### src/rtl/lbk_uart_pkg.sv
package lbk_uart_pkg;

   localparam int unsigned ADDR_W = 3;

   localparam logic [ADDR_W-1:0] A_DATA  = 3'd0;
   localparam logic [ADDR_W-1:0] A_IEN   = 3'd1;
   localparam logic [ADDR_W-1:0] A_LSTAT = 3'd2;
   localparam logic [ADDR_W-1:0] A_LCTRL = 3'd3;
   localparam logic [ADDR_W-1:0] A_MCTRL = 3'd4;
   localparam logic [ADDR_W-1:0] A_MSTAT = 3'd5;

   // modem control, bit 4 down to bit 0
   typedef struct packed {
      logic loop;
      logic out2;
      logic out1;
      logic rts;
      logic dtr;
   } mctrl_t;

   // modem status signals, bit 3 down to bit 0
   typedef struct packed {
      logic dcd;
      logic ri;
      logic dsr;
      logic cts;
   } mstat_t;

   typedef enum logic [1:0] {
      RX_IDLE,
      RX_START,
      RX_DATA,
      RX_STOP
   } rx_state_e;

endpackage

### src/rtl/lbk_baud_gen.sv
module lbk_baud_gen #(
   parameter int unsigned DIV_W = 16
) (
   input  logic             clk,
   input  logic             rst_n,
   input  logic [DIV_W-1:0] divisor,
   output logic             tick
);

   logic [DIV_W-1:0] cnt;
   logic             div_zero;

   assign div_zero = (divisor == '0);
   // >= lets a shrinking divisor recover without waiting for a wrap
   assign tick     = !div_zero && (cnt >= (divisor - 1'b1));

   always_ff @(posedge clk or negedge rst_n) begin
      if (!rst_n) begin
         cnt <= '0;
      end else if (div_zero || tick) begin
         cnt <= '0;
      end else begin
         cnt <= cnt + 1'b1;
      end
   end

endmodule

### src/rtl/lbk_tx.sv
module lbk_tx #(
   parameter int unsigned DATA_BITS = 8,
   parameter int unsigned OVS       = 16
) (
   input  logic                 clk,
   input  logic                 rst_n,
   input  logic                 tick,
   input  logic                 wr_en,
   input  logic [DATA_BITS-1:0] wr_data,
   output logic                 hold_empty,
   output logic                 idle,
   output logic                 txd
);

   localparam int unsigned FRAME = DATA_BITS + 2;
   localparam int unsigned CNT_W = $clog2(OVS);
   localparam int unsigned BIT_W = $clog2(FRAME);

   logic [DATA_BITS-1:0] hold;
   logic                 hold_full;
   logic [FRAME-1:0]     shreg;
   logic                 busy;
   logic [CNT_W-1:0]     tcnt;
   logic [BIT_W-1:0]     bcnt;

   always_ff @(posedge clk or negedge rst_n) begin
      if (!rst_n) begin
         hold      <= '0;
         hold_full <= 1'b0;
         shreg     <= '1;
         busy      <= 1'b0;
         tcnt      <= '0;
         bcnt      <= '0;
      end else begin
         if (!busy) begin
            // frames start on a tick so every bit spans exactly OVS ticks
            if (hold_full && tick) begin
               shreg     <= {1'b1, hold, 1'b0};
               busy      <= 1'b1;
               tcnt      <= '0;
               bcnt      <= '0;
               hold_full <= 1'b0;
            end
         end else if (tick) begin
            if (tcnt == CNT_W'(OVS - 1)) begin
               tcnt  <= '0;
               shreg <= {1'b1, shreg[FRAME-1:1]};
               if (bcnt == BIT_W'(FRAME - 1)) begin
                  busy <= 1'b0;
               end else begin
                  bcnt <= bcnt + 1'b1;
               end
            end else begin
               tcnt <= tcnt + 1'b1;
            end
         end
         if (wr_en) begin
            hold      <= wr_data;
            hold_full <= 1'b1;
         end
      end
   end

   assign txd        = busy ? shreg[0] : 1'b1;
   assign hold_empty = !hold_full;
   assign idle       = !hold_full && !busy;

endmodule

### src/rtl/lbk_rx.sv
module lbk_rx
   import lbk_uart_pkg::*;
#(
   parameter int unsigned DATA_BITS = 8,
   parameter int unsigned OVS       = 16
) (
   input  logic                 clk,
   input  logic                 rst_n,
   input  logic                 tick,
   input  logic                 rxd,
   input  logic                 rd_ack,
   output logic [DATA_BITS-1:0] rx_data,
   output logic                 rx_ready,
   output logic                 frame_err
);

   localparam int unsigned CNT_W = $clog2(OVS);
   localparam int unsigned BIT_W = (DATA_BITS > 1) ? $clog2(DATA_BITS) : 1;
   // detection tick is sample 1, so mid-bit sample OVS/2 is OVS/2-1 ticks later
   localparam logic [CNT_W-1:0] MID_CNT  = CNT_W'(OVS / 2 - 2);
   localparam logic [CNT_W-1:0] LAST_CNT = CNT_W'(OVS - 1);

   rx_state_e            state;
   logic [CNT_W-1:0]     tcnt;
   logic [BIT_W-1:0]     bcnt;
   logic [DATA_BITS-1:0] shreg;

   always_ff @(posedge clk or negedge rst_n) begin
      if (!rst_n) begin
         state     <= RX_IDLE;
         tcnt      <= '0;
         bcnt      <= '0;
         shreg     <= '0;
         rx_data   <= '0;
         rx_ready  <= 1'b0;
         frame_err <= 1'b0;
      end else begin
         if (rd_ack) begin
            rx_ready <= 1'b0;
         end
         if (tick) begin
            unique case (state)
               RX_IDLE: begin
                  if (!rxd) begin
                     state <= RX_START;
                     tcnt  <= '0;
                  end
               end
               RX_START: begin
                  if (tcnt == MID_CNT) begin
                     tcnt <= '0;
                     bcnt <= '0;
                     state <= rxd ? RX_IDLE : RX_DATA;
                  end else begin
                     tcnt <= tcnt + 1'b1;
                  end
               end
               RX_DATA: begin
                  if (tcnt == LAST_CNT) begin
                     tcnt  <= '0;
                     shreg <= {rxd, shreg[DATA_BITS-1:1]};
                     if (bcnt == BIT_W'(DATA_BITS - 1)) begin
                        state <= RX_STOP;
                     end else begin
                        bcnt <= bcnt + 1'b1;
                     end
                  end else begin
                     tcnt <= tcnt + 1'b1;
                  end
               end
               RX_STOP: begin
                  if (tcnt == LAST_CNT) begin
                     tcnt      <= '0;
                     state     <= RX_IDLE;
                     rx_data   <= shreg;
                     rx_ready  <= 1'b1;
                     frame_err <= !rxd;
                  end else begin
                     tcnt <= tcnt + 1'b1;
                  end
               end
               default: state <= RX_IDLE;
            endcase
         end
      end
   end

endmodule

### src/rtl/lbk_modem.sv
module lbk_modem
   import lbk_uart_pkg::*;
(
   input  logic   clk,
   input  logic   rst_n,
   input  mctrl_t mctrl,
   input  mstat_t ext_stat,
   input  logic   stat_rd,
   output mstat_t stat_q,
   output mstat_t delta,
   output logic   rts_o,
   output logic   dtr_o,
   output logic   out1_o,
   output logic   out2_o
);

   mstat_t eff;

   always_comb begin
      if (mctrl.loop) begin
         eff.cts = mctrl.rts;
         eff.dsr = mctrl.dtr;
         eff.dcd = mctrl.out2;
         eff.ri  = mctrl.out1;
      end else begin
         eff = ext_stat;
      end
   end

   always_ff @(posedge clk or negedge rst_n) begin
      if (!rst_n) begin
         stat_q <= '0;
         delta  <= '0;
      end else begin
         stat_q <= eff;
         // a change in the read cycle survives the clear
         delta  <= (stat_rd ? mstat_t'('0) : delta) | (eff ^ stat_q);
      end
   end

   assign rts_o  = mctrl.rts  && !mctrl.loop;
   assign dtr_o  = mctrl.dtr  && !mctrl.loop;
   assign out1_o = mctrl.out1 && !mctrl.loop;
   assign out2_o = mctrl.out2 && !mctrl.loop;

endmodule

### src/rtl/lbk_uart.sv
module lbk_uart
   import lbk_uart_pkg::*;
#(
   parameter int unsigned DIV_W       = 16,
   parameter int unsigned DATA_BITS   = 8,
   parameter int unsigned OVS         = 16,
   parameter int unsigned SYNC_STAGES = 2
) (
   input  logic       clk,
   input  logic       rst_n,
   input  logic [2:0] bus_addr,
   input  logic       bus_wr,
   input  logic       bus_rd,
   input  logic [7:0] bus_wdata,
   output logic [7:0] bus_rdata,
   output logic       irq,
   output logic       ser_tx,
   input  logic       ser_rx,
   input  logic       cts_i,
   input  logic       dsr_i,
   input  logic       dcd_i,
   input  logic       ri_i,
   output logic       rts_o,
   output logic       dtr_o,
   output logic       out1_o,
   output logic       out2_o
);

   localparam int unsigned SYNC_W   = 5;
   localparam logic [SYNC_W-1:0] SYNC_RST = 5'b1_0000;
   localparam int unsigned IEN_W    = 3;

   // elaboration-time parameter checks
   if (DATA_BITS != 8) begin : g_bad_data
      $error("lbk_uart: DATA_BITS must match the 8-bit host bus");
   end
   if (DIV_W < 9 || DIV_W > 16) begin : g_bad_div
      $error("lbk_uart: DIV_W must lie in 9..16");
   end
   if (OVS < 4 || (OVS % 2) != 0) begin : g_bad_ovs
      $error("lbk_uart: OVS must be even and at least 4");
   end

   // ---------------- registers ----------------
   logic [7:0]       lctrl;
   logic [IEN_W-1:0] ien;
   mctrl_t           mctrl;
   logic [7:0]       div_lo;
   logic [7:0]       div_hi;
   logic             latch_sel;
   logic [15:0]      div_full;
   logic [DIV_W-1:0] divisor;

   assign latch_sel = lctrl[7];
   assign div_full  = {div_hi, div_lo};
   assign divisor   = div_full[DIV_W-1:0];

   logic wr_thr, rd_rbr, rd_msr;
   assign wr_thr = bus_wr && (bus_addr == A_DATA) && !latch_sel;
   assign rd_rbr = bus_rd && (bus_addr == A_DATA) && !latch_sel;
   assign rd_msr = bus_rd && (bus_addr == A_MSTAT);

   always_ff @(posedge clk or negedge rst_n) begin
      if (!rst_n) begin
         lctrl  <= '0;
         ien    <= '0;
         mctrl  <= '0;
         div_lo <= '0;
         div_hi <= '0;
      end else if (bus_wr) begin
         unique case (bus_addr)
            A_DATA:  if (latch_sel) div_lo <= bus_wdata;
            A_IEN:   if (latch_sel) div_hi <= bus_wdata;
                     else ien <= bus_wdata[IEN_W-1:0];
            A_LCTRL: lctrl <= bus_wdata;
            A_MCTRL: mctrl <= mctrl_t'(bus_wdata[4:0]);
            default: ;
         endcase
      end
   end

   // ---------------- input synchronisers ----------------
   logic [SYNC_W-1:0] sync_in, sync_out;
   assign sync_in = {ser_rx, dcd_i, ri_i, dsr_i, cts_i};

   generate
      if (SYNC_STAGES == 0) begin : g_nosync
         assign sync_out = sync_in;
      end else begin : g_sync
         logic [SYNC_W-1:0] stage [SYNC_STAGES];
         for (genvar s = 0; s < SYNC_STAGES; s++) begin : g_stage
            always_ff @(posedge clk or negedge rst_n) begin
               if (!rst_n) begin
                  stage[s] <= SYNC_RST;
               end else if (s == 0) begin
                  stage[s] <= sync_in;
               end else begin
                  stage[s] <= stage[(s == 0) ? 0 : s - 1];
               end
            end
         end
         assign sync_out = stage[SYNC_STAGES-1];
      end
   endgenerate

   // ---------------- datapath ----------------
   logic baud_tick;
   logic tx_line, rx_line;
   logic hold_empty, tx_idle;
   logic [DATA_BITS-1:0] rx_data;
   logic rx_ready, frame_err;

   lbk_baud_gen #(
      .DIV_W (DIV_W)
   ) i_baud (
      .clk     (clk),
      .rst_n   (rst_n),
      .divisor (divisor),
      .tick    (baud_tick)
   );

   lbk_tx #(
      .DATA_BITS (DATA_BITS),
      .OVS       (OVS)
   ) i_tx (
      .clk        (clk),
      .rst_n      (rst_n),
      .tick       (baud_tick),
      .wr_en      (wr_thr),
      .wr_data    (bus_wdata),
      .hold_empty (hold_empty),
      .idle       (tx_idle),
      .txd        (tx_line)
   );

   assign rx_line = mctrl.loop ? tx_line : sync_out[4];
   assign ser_tx  = mctrl.loop ? 1'b1 : tx_line;

   lbk_rx #(
      .DATA_BITS (DATA_BITS),
      .OVS       (OVS)
   ) i_rx (
      .clk       (clk),
      .rst_n     (rst_n),
      .tick      (baud_tick),
      .rxd       (rx_line),
      .rd_ack    (rd_rbr),
      .rx_data   (rx_data),
      .rx_ready  (rx_ready),
      .frame_err (frame_err)
   );

   mstat_t stat_q, delta;

   lbk_modem i_modem (
      .clk      (clk),
      .rst_n    (rst_n),
      .mctrl    (mctrl),
      .ext_stat (mstat_t'(sync_out[3:0])),
      .stat_rd  (rd_msr),
      .stat_q   (stat_q),
      .delta    (delta),
      .rts_o    (rts_o),
      .dtr_o    (dtr_o),
      .out1_o   (out1_o),
      .out2_o   (out2_o)
   );

   // ---------------- interrupt and read mux ----------------
   assign irq = (ien[0] && rx_ready) || (ien[1] && hold_empty) || (ien[2] && (delta != '0));

   always_comb begin
      unique case (bus_addr)
         A_DATA:  bus_rdata = latch_sel ? div_lo : rx_data;
         A_IEN:   bus_rdata = latch_sel ? div_hi : {5'b0, ien};
         A_LSTAT: bus_rdata = {4'b0, frame_err, tx_idle, hold_empty, rx_ready};
         A_LCTRL: bus_rdata = lctrl;
         A_MCTRL: bus_rdata = {3'b0, mctrl};
         A_MSTAT: bus_rdata = {stat_q, delta};
         default: bus_rdata = 8'h00;
      endcase
   end

endmodule

### config.mk
export PLATFORM = sky130hd
export DESIGN_NAME = lbk_uart
export DESIGN_NICKNAME = d
export VERILOG_FILES = /design/src/rtl/lbk_uart_pkg.sv /design/src/rtl/lbk_baud_gen.sv /design/src/rtl/lbk_tx.sv /design/src/rtl/lbk_rx.sv /design/src/rtl/lbk_modem.sv /design/src/rtl/lbk_uart.sv
export SDC_FILE = /design/constraint.sdc
export NUM_CORES = 1
export LEC_CHECK = 0
export BUFFER_PORTS_ARGS = -buffer_cell sky130_fd_sc_hd__buf_2
export CAP_MARGIN = 20
export CORE_MARGIN = 2
export CORE_UTILIZATION = 50
export CTS_BUF_LIST = sky130_fd_sc_hd__clkbuf_8
export DETAILED_ROUTE_END_ITERATION = 10
export GPL_TIMING_DRIVEN = 0
export HOLD_SLACK_MARGIN = 0.08
export PLACE_DENSITY = 0.67
export SETUP_SLACK_MARGIN = 0.4
export SLEW_MARGIN = 20
export SYNTH_ARGS = -nofsm -noshare
export SYNTH_HDL_FRONTEND = slang
export SYNTH_SLANG_ARGS = --single-unit
### constraint.sdc
create_clock -name clk -period 10.35 [get_ports clk]
set_input_delay 1.035 -clock clk [delete_from_list [all_inputs] [get_ports clk]]
set_output_delay 1.035 -clock clk [all_outputs]
set_load 0.02 [all_outputs]
==> flow_metrics.env, run 1 <==
export IMPL_die_w_um=115
export IMPL_postRouteAntennaNets=0
export IMPL_synthDominantCellAreaShare=0.440
export IMPL_tightestPinTransition_ps=925
export IMPL_final_hold_worst_slack_ps=352
export IMPL_crit_slowest_cell="sky130_fd_sc_hd__or4_1"
export IMPL_clk_latency_ps=450
export IMPL_grt_setup_unrepaired="no"
export IMPL_dieArea_um2=13300
export IMPL_multiInputGateArea_um2=3030
export IMPL_layout_drive_gt1_share=0.270
export IMPL_r2r_slack_ps=5890
export IMPL_worst_path_max_fanout=10
export IMPL_cts_inserted_buffers=17
export IMPL_pwr_density_cell_nw_per_um2=214
export IMPL_postSynthRegisterBits=120
export IMPL_area_growth_synth_to_final_pct=13.0
export IMPL_cts_hold_buf=0
export IMPL_cpPeakStageDelay_ps=550
export IMPL_cts_sinks=120
export IMPL_register_area_share_after_synthesis=0.487
export IMPL_grt_pass1_vias=4526
export IMPL_insertedDiodeCount=0
export IMPL_r2r_end="i_tx.tcnt[3]"
export IMPL_combinational_share_of_power=0.265
export IMPL_ff2ff_path_depth=14
export IMPL_max_clock_path_buffers=2
export IMPL_cts_post_setup_buffers_inserted=0
export IMPL_power_leakage_nw=3.15
export IMPL_synth_enable_flop_cells=0
export IMPL_nNetsFinal=642
export IMPL_slew_violations=0
export IMPL_setup_viol=0
export IMPL_maxClockFrequency_mhz=224
export IMPL_r2r_start="div_lo[3]"
export IMPL_final_hold_viol_count=0
export IMPL_io_pins=34
export IMPL_fin_tns_setup_ps=0
export IMPL_worstSetupEndpoint="i_tx.tcnt[3]"
export IMPL_start_util=0.514
export IMPL_post_cts_resize_count=0
export IMPL_grt_util_all_layers=0.225
export IMPL_antenna_found_initial=0
export IMPL_crit_chain="or4_1 -> or3_4 -> nor4_4 -> nand2_1 -> or3_1 -> xor2_1 -> ha_1 -> nand4_1 -> nor3_2 -> o311ai_1 -> and4b_1 -> buf_2 -> or3_1 -> a221o_1"
export IMPL_clkTransAtPathRegs_ps=80
export IMPL_maximum_ir_drop_on_the_vdd_rail_mv=0.143
export IMPL_critical_path_rt_ps=10680
export IMPL_total_power_w=0.00150
export IMPL_synth_flop_type="sky130_fd_sc_hd__dfrtp_1"
export IMPL_cts_tree="yes"
export IMPL_cell_area_after_synthesis_um2=6200
export IMPL_synth_area_leaders="sky130_fd_sc_hd__dfrtp_1 (44%), sky130_fd_sc_hd__mux2_2 (9.8%), sky130_fd_sc_hd__ha_1 (5.0%)"
export IMPL_route_vias_total=4404
export IMPL_root_buffer="sky130_fd_sc_hd__clkbuf_8"
export IMPL_power_net_switching_w=0.000513
export IMPL_filler_instances=994
export IMPL_synth_avg_cell_area_um2=11.4
export IMPL_critPathLaunch="div_lo[3]"
export IMPL_layout_area_seq_um2=3020
export IMPL_synthesis_yosys_warnings=0
export IMPL_drv_cap=0
export IMPL_grt_max_degree=83
export IMPL_synth_fp_nets=590
export IMPL_clock_skew_final_ps=8.66
export IMPL_seq_power_share=0.451
export IMPL_dp_final_hpwl_um=10100
export IMPL_syn_inst=545
export IMPL_yosys_area_top_type="sky130_fd_sc_hd__dfrtp_1"
export IMPL_holdCritPathClass="reg2reg"
export IMPL_period_minus_slack_ps=4460
export IMPL_clockPowerShare=0.284
export IMPL_swShare=0.342
export IMPL_drt_iter0_markers=215
export IMPL_ys_types=64
export IMPL_worst_endpoint_arrival_ps=4790
export IMPL_die_height_um=115
export IMPL_rows=40
export IMPL_grt_remaining_overflow=0
export IMPL_global_placer_s_final_weighted_congestion=0.875
export IMPL_port_buffer_cells=32
export IMPL_crit_path_frequent_cell="sky130_fd_sc_hd__or3_1"
export IMPL_core_region_area_um2=12100
export IMPL_vias_per_cell=5.66
export IMPL_detail_route_first_pass_iterations=5
export IMPL_slew_headroom=0.382
export IMPL_status="complete, no violations"
export IMPL_final_period_utilization=0.431
export IMPL_htree_levels=4
export IMPL_end_kind="flop"
export IMPL_grt_pass1_wl_um=22600
export IMPL_intPower_w=0.000985
export IMPL_criticalPathCategory="reg2reg"
export IMPL_synth_async_sr_flop_share=1.00
export IMPL_drcViolationCount=0
export IMPL_finalWirelength_um=13800
export IMPL_critPathLaunchType="flop"
export IMPL_average_routed_wire_per_standard_cell_um=17.8
placed cells by master (no fill, tap or decap), types with 16 or more instances in the layout:
| cell type | instances |
|---|---|
| sky130_fd_sc_hd__mux2_2 | 54 |
| sky130_fd_sc_hd__xnor2_1 | 16 |
| sky130_fd_sc_hd__ha_1 | 25 |
| sky130_fd_sc_hd__buf_2 | 34 |
| sky130_fd_sc_hd__nor2_1 | 40 |
| sky130_fd_sc_hd__nand2_1 | 45 |
| sky130_fd_sc_hd__nand3_1 | 16 |
| sky130_fd_sc_hd__dfrtp_1 | 109 |
| sky130_fd_sc_hd__clkbuf_8 | 17 |
| sky130_fd_sc_hd__o21ai_0 | 17 |
| sky130_fd_sc_hd__mux2_4 | 16 |
registers in the layout, summed over array words and instances, names as in the netlist, 4 cells and up, named ones only:
name            count
div_lo              8
lctrl               8
div_hi              8
i_rx.shreg          8
i_modem.delta       4
i_rx.rx_data        8
i_tx.bcnt           4
i_modem.stat_q      4
i_baud.cnt         16
sync_out            5
i_rx.tcnt           4
i_tx.shreg          9
i_tx.tcnt           4
mctrl               5
i_tx.hold           8
g_sync.stage        5
Yosys cell counts (all sizes together) (4+ instances only):
library cell	count
and2	7
buf	7
dfrtp	109
nor2b	11
o22ai	8
and3	8
clkbuf	11
or3	8
a32o	4
dfstp	11
a2bb2oi	7
a31oi	5
nand3	16
a21oi	12
mux2	70
nor2	40
nor3	13
xnor2	16
or4	5
inv	13
o21ai	17
ha	25
xor2	15
a22oi	10
nand2	46
cell type report:
cell class	count	area share
multi-input combinational	393	0.433
sequential	120	0.431
clock buffer	17	0.0334
tap	168	0.0300
timing repair buffer	33	0.0277
clock inverter	15	0.0239
buffer	18	0.0139
inverter	14	0.00750
kinds of logic after synthesis:
kind of cell / Yosys count / synth area share
simple gates: 172 / 0.147
flops: 120 / 0.487
compound gates: 92 / 0.106
mux: 73 / 0.142
buf+inv: 32 / 0.0242
xor+xnor: 31 / 0.0438
fa+ha+maj: 25 / 0.0505
power by group through the flow:
stage | logic [W] | registers, W | clock network (W)
floorplan | 0.000308 | 0.000651 | 0
global placement | 0.000380 | 0.000679 | 0
detailed placement | 0.000397 | 0.000683 | 0
CTS | 0.000401 | 0.000674 | 0.000433
global route | 0.000447 | 0.000691 | 0.000454
finish | 0.000397 | 0.000676 | 0.000426
per-stage QoR:
stage | setup WS (ps) | util | instance area, um2 | instances
after floorplan | 6250 | - | 6200 | 545
after global placement | 5910 | 0.545 | 6570 | 745
after detailed placement | 5900 | 0.547 | 6600 | 746
after CTS | 5870 | 0.581 | 7000 | 778
after global routing | 5520 | 0.581 | 7000 | 778
final | 5890 | 0.581 | 7000 | 778
how the worst min path moves through the flow:
stage                          startpoint     endpoint  cells past startpoint
after detailed placement  g_sync.stage[6]  sync_out[1]                      0
after floorplan           g_sync.stage[5]  sync_out[0]                      0
after global placement    g_sync.stage[6]  sync_out[1]                      0
after CTS                 g_sync.stage[6]  sync_out[1]                      0
after global routing      g_sync.stage[6]  sync_out[1]                      0
final                     g_sync.stage[6]  sync_out[1]                      0
critical path, delay by kind of cell (launching register included):
| family | cells | cell delay, ps |
|---|---|---|
| and+or+nand+nor | 9 | 2710 |
| adders and majority gates | 1 | 300 |
| DFF | 1 | 440 |
| AOI/OAI and AO/OA | 2 | 520 |
| buffers and inverters | 1 | 200 |
| xor gates and xnor gates | 1 | 150 |
per-layer routing:
layer | GRT usage | wire length (um) | vias to the layer above
met1 | 0.302 | 6290 | 2187
met2 | 0.356 | 6730 | 100
met4 | 0.0731 | 202 | 0
li1 | - | - | 2099
met5 | 0 | 0 | -
met3 | 0.0633 | 625 | 18
Note: power is estimated with default switching activity, not from simulation.
==> run 2, diff against run 1 <==
--- a/config.mk
+++ b/config.mk
@@ -5,6 +5,7 @@
 export SDC_FILE = /design/constraint.sdc
 export NUM_CORES = 1
 export LEC_CHECK = 0
+export ABC_AREA = 1
 export BUFFER_PORTS_ARGS = -buffer_cell sky130_fd_sc_hd__buf_2
 export CAP_MARGIN = 20
 export CORE_MARGIN = 2
@@ -13,7 +14,7 @@
 export DETAILED_ROUTE_END_ITERATION = 10
 export GPL_TIMING_DRIVEN = 0
 export HOLD_SLACK_MARGIN = 0.08
-export PLACE_DENSITY = 0.67
+export PLACE_DENSITY = 0.7
 export SETUP_SLACK_MARGIN = 0.4
 export SLEW_MARGIN = 20
 export SYNTH_ARGS = -nofsm -noshare
==> constraint.sdc (replaced) <==
create_clock -name clk -period 3.9 [get_ports clk]
set_input_delay 0.39 -clock clk [delete_from_list [all_inputs] [get_ports clk]]
set_output_delay 0.39 -clock clk [all_outputs]
set_load 0.02 [all_outputs]
==> flow_metrics.env, run 2 <==
export IMPL_portion_of_netlist_area_occupied_by_mux_cells=0.0128
export IMPL_drv_cap=0
export IMPL_dp_final_hpwl_um=10400
export IMPL_antenna_found_initial=0
export IMPL_yosys_area_share_xor_xnor=0.0323
export IMPL_yosysMostFrequentCell="sky130_fd_sc_hd__nand2_1"
export IMPL_maxClockFrequency_mhz=312
export IMPL_grt_remaining_overflow=0
export IMPL_grt_pass1_wl_um=23300
export IMPL_postSynthRegisterBits=120
export IMPL_htree_levels=4
export IMPL_port_buffer_cells=33
export IMPL_pwr_density_cell_nw_per_um2=526
export IMPL_synthesis_yosys_warnings=0
export IMPL_layout_area_seq_um2=3020
export IMPL_layout_cells_most_common="sky130_fd_sc_hd__nand2_1"
export IMPL_holdCritPathClass="in2reg"
export IMPL_filler_instances=1082
export IMPL_power_leakage_nw=3.52
export IMPL_die_w_um=116
export IMPL_core_region_area_um2=12100
export IMPL_synth_flop_type="sky130_fd_sc_hd__dfrtp_1"
export IMPL_dpl_cell_count=933
export IMPL_crit_cells=17
export IMPL_nNetsFinal=835
export IMPL_critPathLaunch="div_lo[2]"
export IMPL_status="complete, no violations"
export IMPL_dieArea_um2=13400
export IMPL_crit_chain="nor2_1 -> nand2_1 -> nor3_4 -> nand3_2 -> nor3_1 -> xor2_1 -> inv_1 -> ha_1 -> a21oi_1 -> o21ai_0 -> a21oi_1 -> nand2_2 -> nand2_4 -> inv_4 -> nand3_4 -> buf_8 -> o21ai_1"
export IMPL_fraction_of_the_mapped_netlist_area_in_compound_gates=0.122
export IMPL_clock_skew_final_ps=7.31
export IMPL_cts_post_setup_buffers_inserted=0
export IMPL_die_height_um=116
export IMPL_final_hold_viol_count=0
export IMPL_register_area_share_after_synthesis=0.484
export IMPL_post_layout_nonfiller_instances=971
export IMPL_adder_and_majority_gate_portion_of_the_synthesized_area=0.0501
export IMPL_crit_path_frequent_cell="sky130_fd_sc_hd__a21oi_1"
export IMPL_synth_avg_cell_area_um2=8.53
export IMPL_crit_slowest_cell="sky130_fd_sc_hd__dfrtp_1"
export IMPL_fin_tns_setup_ps=0
export IMPL_grt_pass1_vias=4870
export IMPL_largest_register="i_baud.cnt"
export IMPL_grt_setup_unrepaired="no"
export IMPL_biggestRegsByFlops="i_baud.cnt: 16 flops, i_tx.shreg: 9 flops"
export IMPL_r2r_start="div_lo[2]"
export IMPL_cpPeakStageDelay_ps=440
export IMPL_postLayoutCoreUtil=0.589
export IMPL_largest_reg_flops=16
export IMPL_total_power_w=0.00375
export IMPL_global_placer_s_final_weighted_congestion=0.900
export IMPL_synth_simple_gate_area_frac=0.229
export IMPL_layout_drive_gt1_share=0.144
export IMPL_synth_enable_flop_cells=0
export IMPL_critical_path_rt_ps=4200
export IMPL_worst_path_max_fanout=10
export IMPL_final_period_utilization=0.822
export IMPL_route_vias_total=5151
export IMPL_synth_fp_nets=776
export IMPL_period_minus_slack_ps=3200
export IMPL_setup_viol=0
export IMPL_worstSetupEndpoint="i_rx.shreg[7]"
export IMPL_multiInputGateArea_um2=2810
export IMPL_rows=40
export IMPL_drt_iter0_markers=411
export IMPL_clk_latency_ps=450
export IMPL_synth_async_sr_flop_share=1.00
export IMPL_end_kind="flop"
export IMPL_r2r_slack_ps=700
export IMPL_cts_sinks=120
export IMPL_r2r_end="i_rx.shreg[7]"
export IMPL_io_pins=34
export IMPL_netlist_top_cells_count="sky130_fd_sc_hd__nand2_1 (185), sky130_fd_sc_hd__dfrtp_1 (109), sky130_fd_sc_hd__inv_1 (89)"
export IMPL_detail_route_first_pass_iterations=5
export IMPL_maximum_ir_drop_on_the_vdd_rail_mv=0.280
export IMPL_grt_util_all_layers=0.227
export IMPL_slew_headroom=0.405
export IMPL_layout_cells_most_common_list="sky130_fd_sc_hd__nand2_1 (185), sky130_fd_sc_hd__dfrtp_1 (109), sky130_fd_sc_hd__inv_1 (91), sky130_fd_sc_hd__o21ai_0 (76), sky130_fd_sc_hd__nor2_1 (46)"
export IMPL_clkTransAtPathRegs_ps=70
export IMPL_ys_types=44
export IMPL_tightestPinTransition_ps=884
export IMPL_average_routed_wire_per_standard_cell_um=14.6
export IMPL_slew_violations=0
export IMPL_cpLargestDelayFamily="simple AND/OR/NAND/NOR gates"
export IMPL_finalWirelength_um=14200
export IMPL_start_util=0.515
export IMPL_critPathLaunchType="flop"
export IMPL_largest_family_of_logic_cells_by_synthesized_area="simple AND/OR/NAND/NOR gates"
export IMPL_postRouteAntennaNets=0
export IMPL_worst_endpoint_arrival_ps=3510
export IMPL_yosys_area_top_type="sky130_fd_sc_hd__dfrtp_1"
export IMPL_ff2ff_path_depth=17
export IMPL_drcViolationCount=0
export IMPL_max_clock_path_buffers=2
export IMPL_synthDominantCellAreaShare=0.437
export IMPL_timing_critical_path_buf_inv=3
export IMPL_syn_inst=731
export IMPL_root_buffer="sky130_fd_sc_hd__clkbuf_8"
export IMPL_vias_per_cell=5.30
export IMPL_insertedDiodeCount=0
export IMPL_grt_max_degree=80
export IMPL_cts_tree="yes"
export IMPL_cell_area_after_synthesis_um2=6240
export IMPL_area_growth_synth_to_final_pct=14.4
export IMPL_synth_area_leaders="sky130_fd_sc_hd__dfrtp_1 (44%), sky130_fd_sc_hd__nand2_1 (11%), sky130_fd_sc_hd__o21ai_0 (6.1%)"
export IMPL_criticalPathCategory="reg2reg"
export IMPL_cts_inserted_buffers=17
## run 2: routing by layer
| layer | wire [um] | GRT usage | vias to the layer above |
|---|---|---|---|
| li1 | - | - | 2500 |
| met1 | 6530 | 0.310 | 2484 |
| met2 | 6610 | 0.351 | 138 |
| met3 | 770 | 0.0622 | 29 |
| met4 | 308 | 0.0802 | 0 |
| met5 | 0 | 0 | - |
## run 2: worst min-delay path by stage
| stage | from | to | slack, ps | depth (start not counted) |
|---|---|---|---|---|
| final | bus_wdata[7] | lctrl[7] | 300 | 3 |
| after global routing | bus_wdata[7] | div_hi[7] | 290 | 3 |
| after CTS | bus_wdata[7] | lctrl[7] | 270 | 3 |
| after detailed placement | rst_n | i_baud.cnt[11] | 330 | 1 |
| after global placement | g_sync.stage[7] | sync_out[2] | 330 | 0 |
| after floorplan | rst_n | async pin | 90 | 0 |
## run 2: kinds of logic (layout without fill, tap and decap cells)
logic type,Yosys count,in the layout
adders and majority gates,25,25
DFF,120,120
xor gates and xnor gates,23,23
AOI/OAI and AO/OA,139,139
buffers and inverters,105,177
muxes,8,8
and+or+nand+nor,311,311
## run 2: timing repair
action / in CTS / in global routing
hold buffers: 6 / 0
resized for setup: 0 / 4
endpoints found under the hold margin: 46 / 0
endpoints found under the setup margin: 0 / 36
## run 2: final cells by class
type / instances / share of cell area
inverters: 93 / 0.0493
flip-flops and latches: 120 / 0.423
repair buffers: 40 / 0.0363
clock buffers: 18 / 0.0347
multi-input cells: 506 / 0.394
plain buffers: 12 / 0.0116
clock inverters: 14 / 0.0221
well taps: 168 / 0.0295
## run 2: where the power goes
part	internal, W	switching (W)	leakage, nW
sequential	0.00141	0.000183	1.52
clock	0.000641	0.000519	0.207
combinational	0.000377	0.000617	1.80
total	0.00243	0.00132	3.52
## run 2: tightest hold or removal path: stages
cell and delay, ps:
sky130_fd_sc_hd__buf_2 80, sky130_fd_sc_hd__inv_1 80, sky130_fd_sc_hd__o21ai_0 160
## run 2: stage by stage
step | instance area [um2] | worst slack (ps) | hold WS, ps
after CTS | 7110 | 633 | 274
after floorplan | 6240 | 1180 | 94.4
final | 7130 | 696 | 300
after global routing | 7130 | 423 | 292
after detailed placement | 6650 | 646 | 333
after global placement | 6610 | 725 | 332
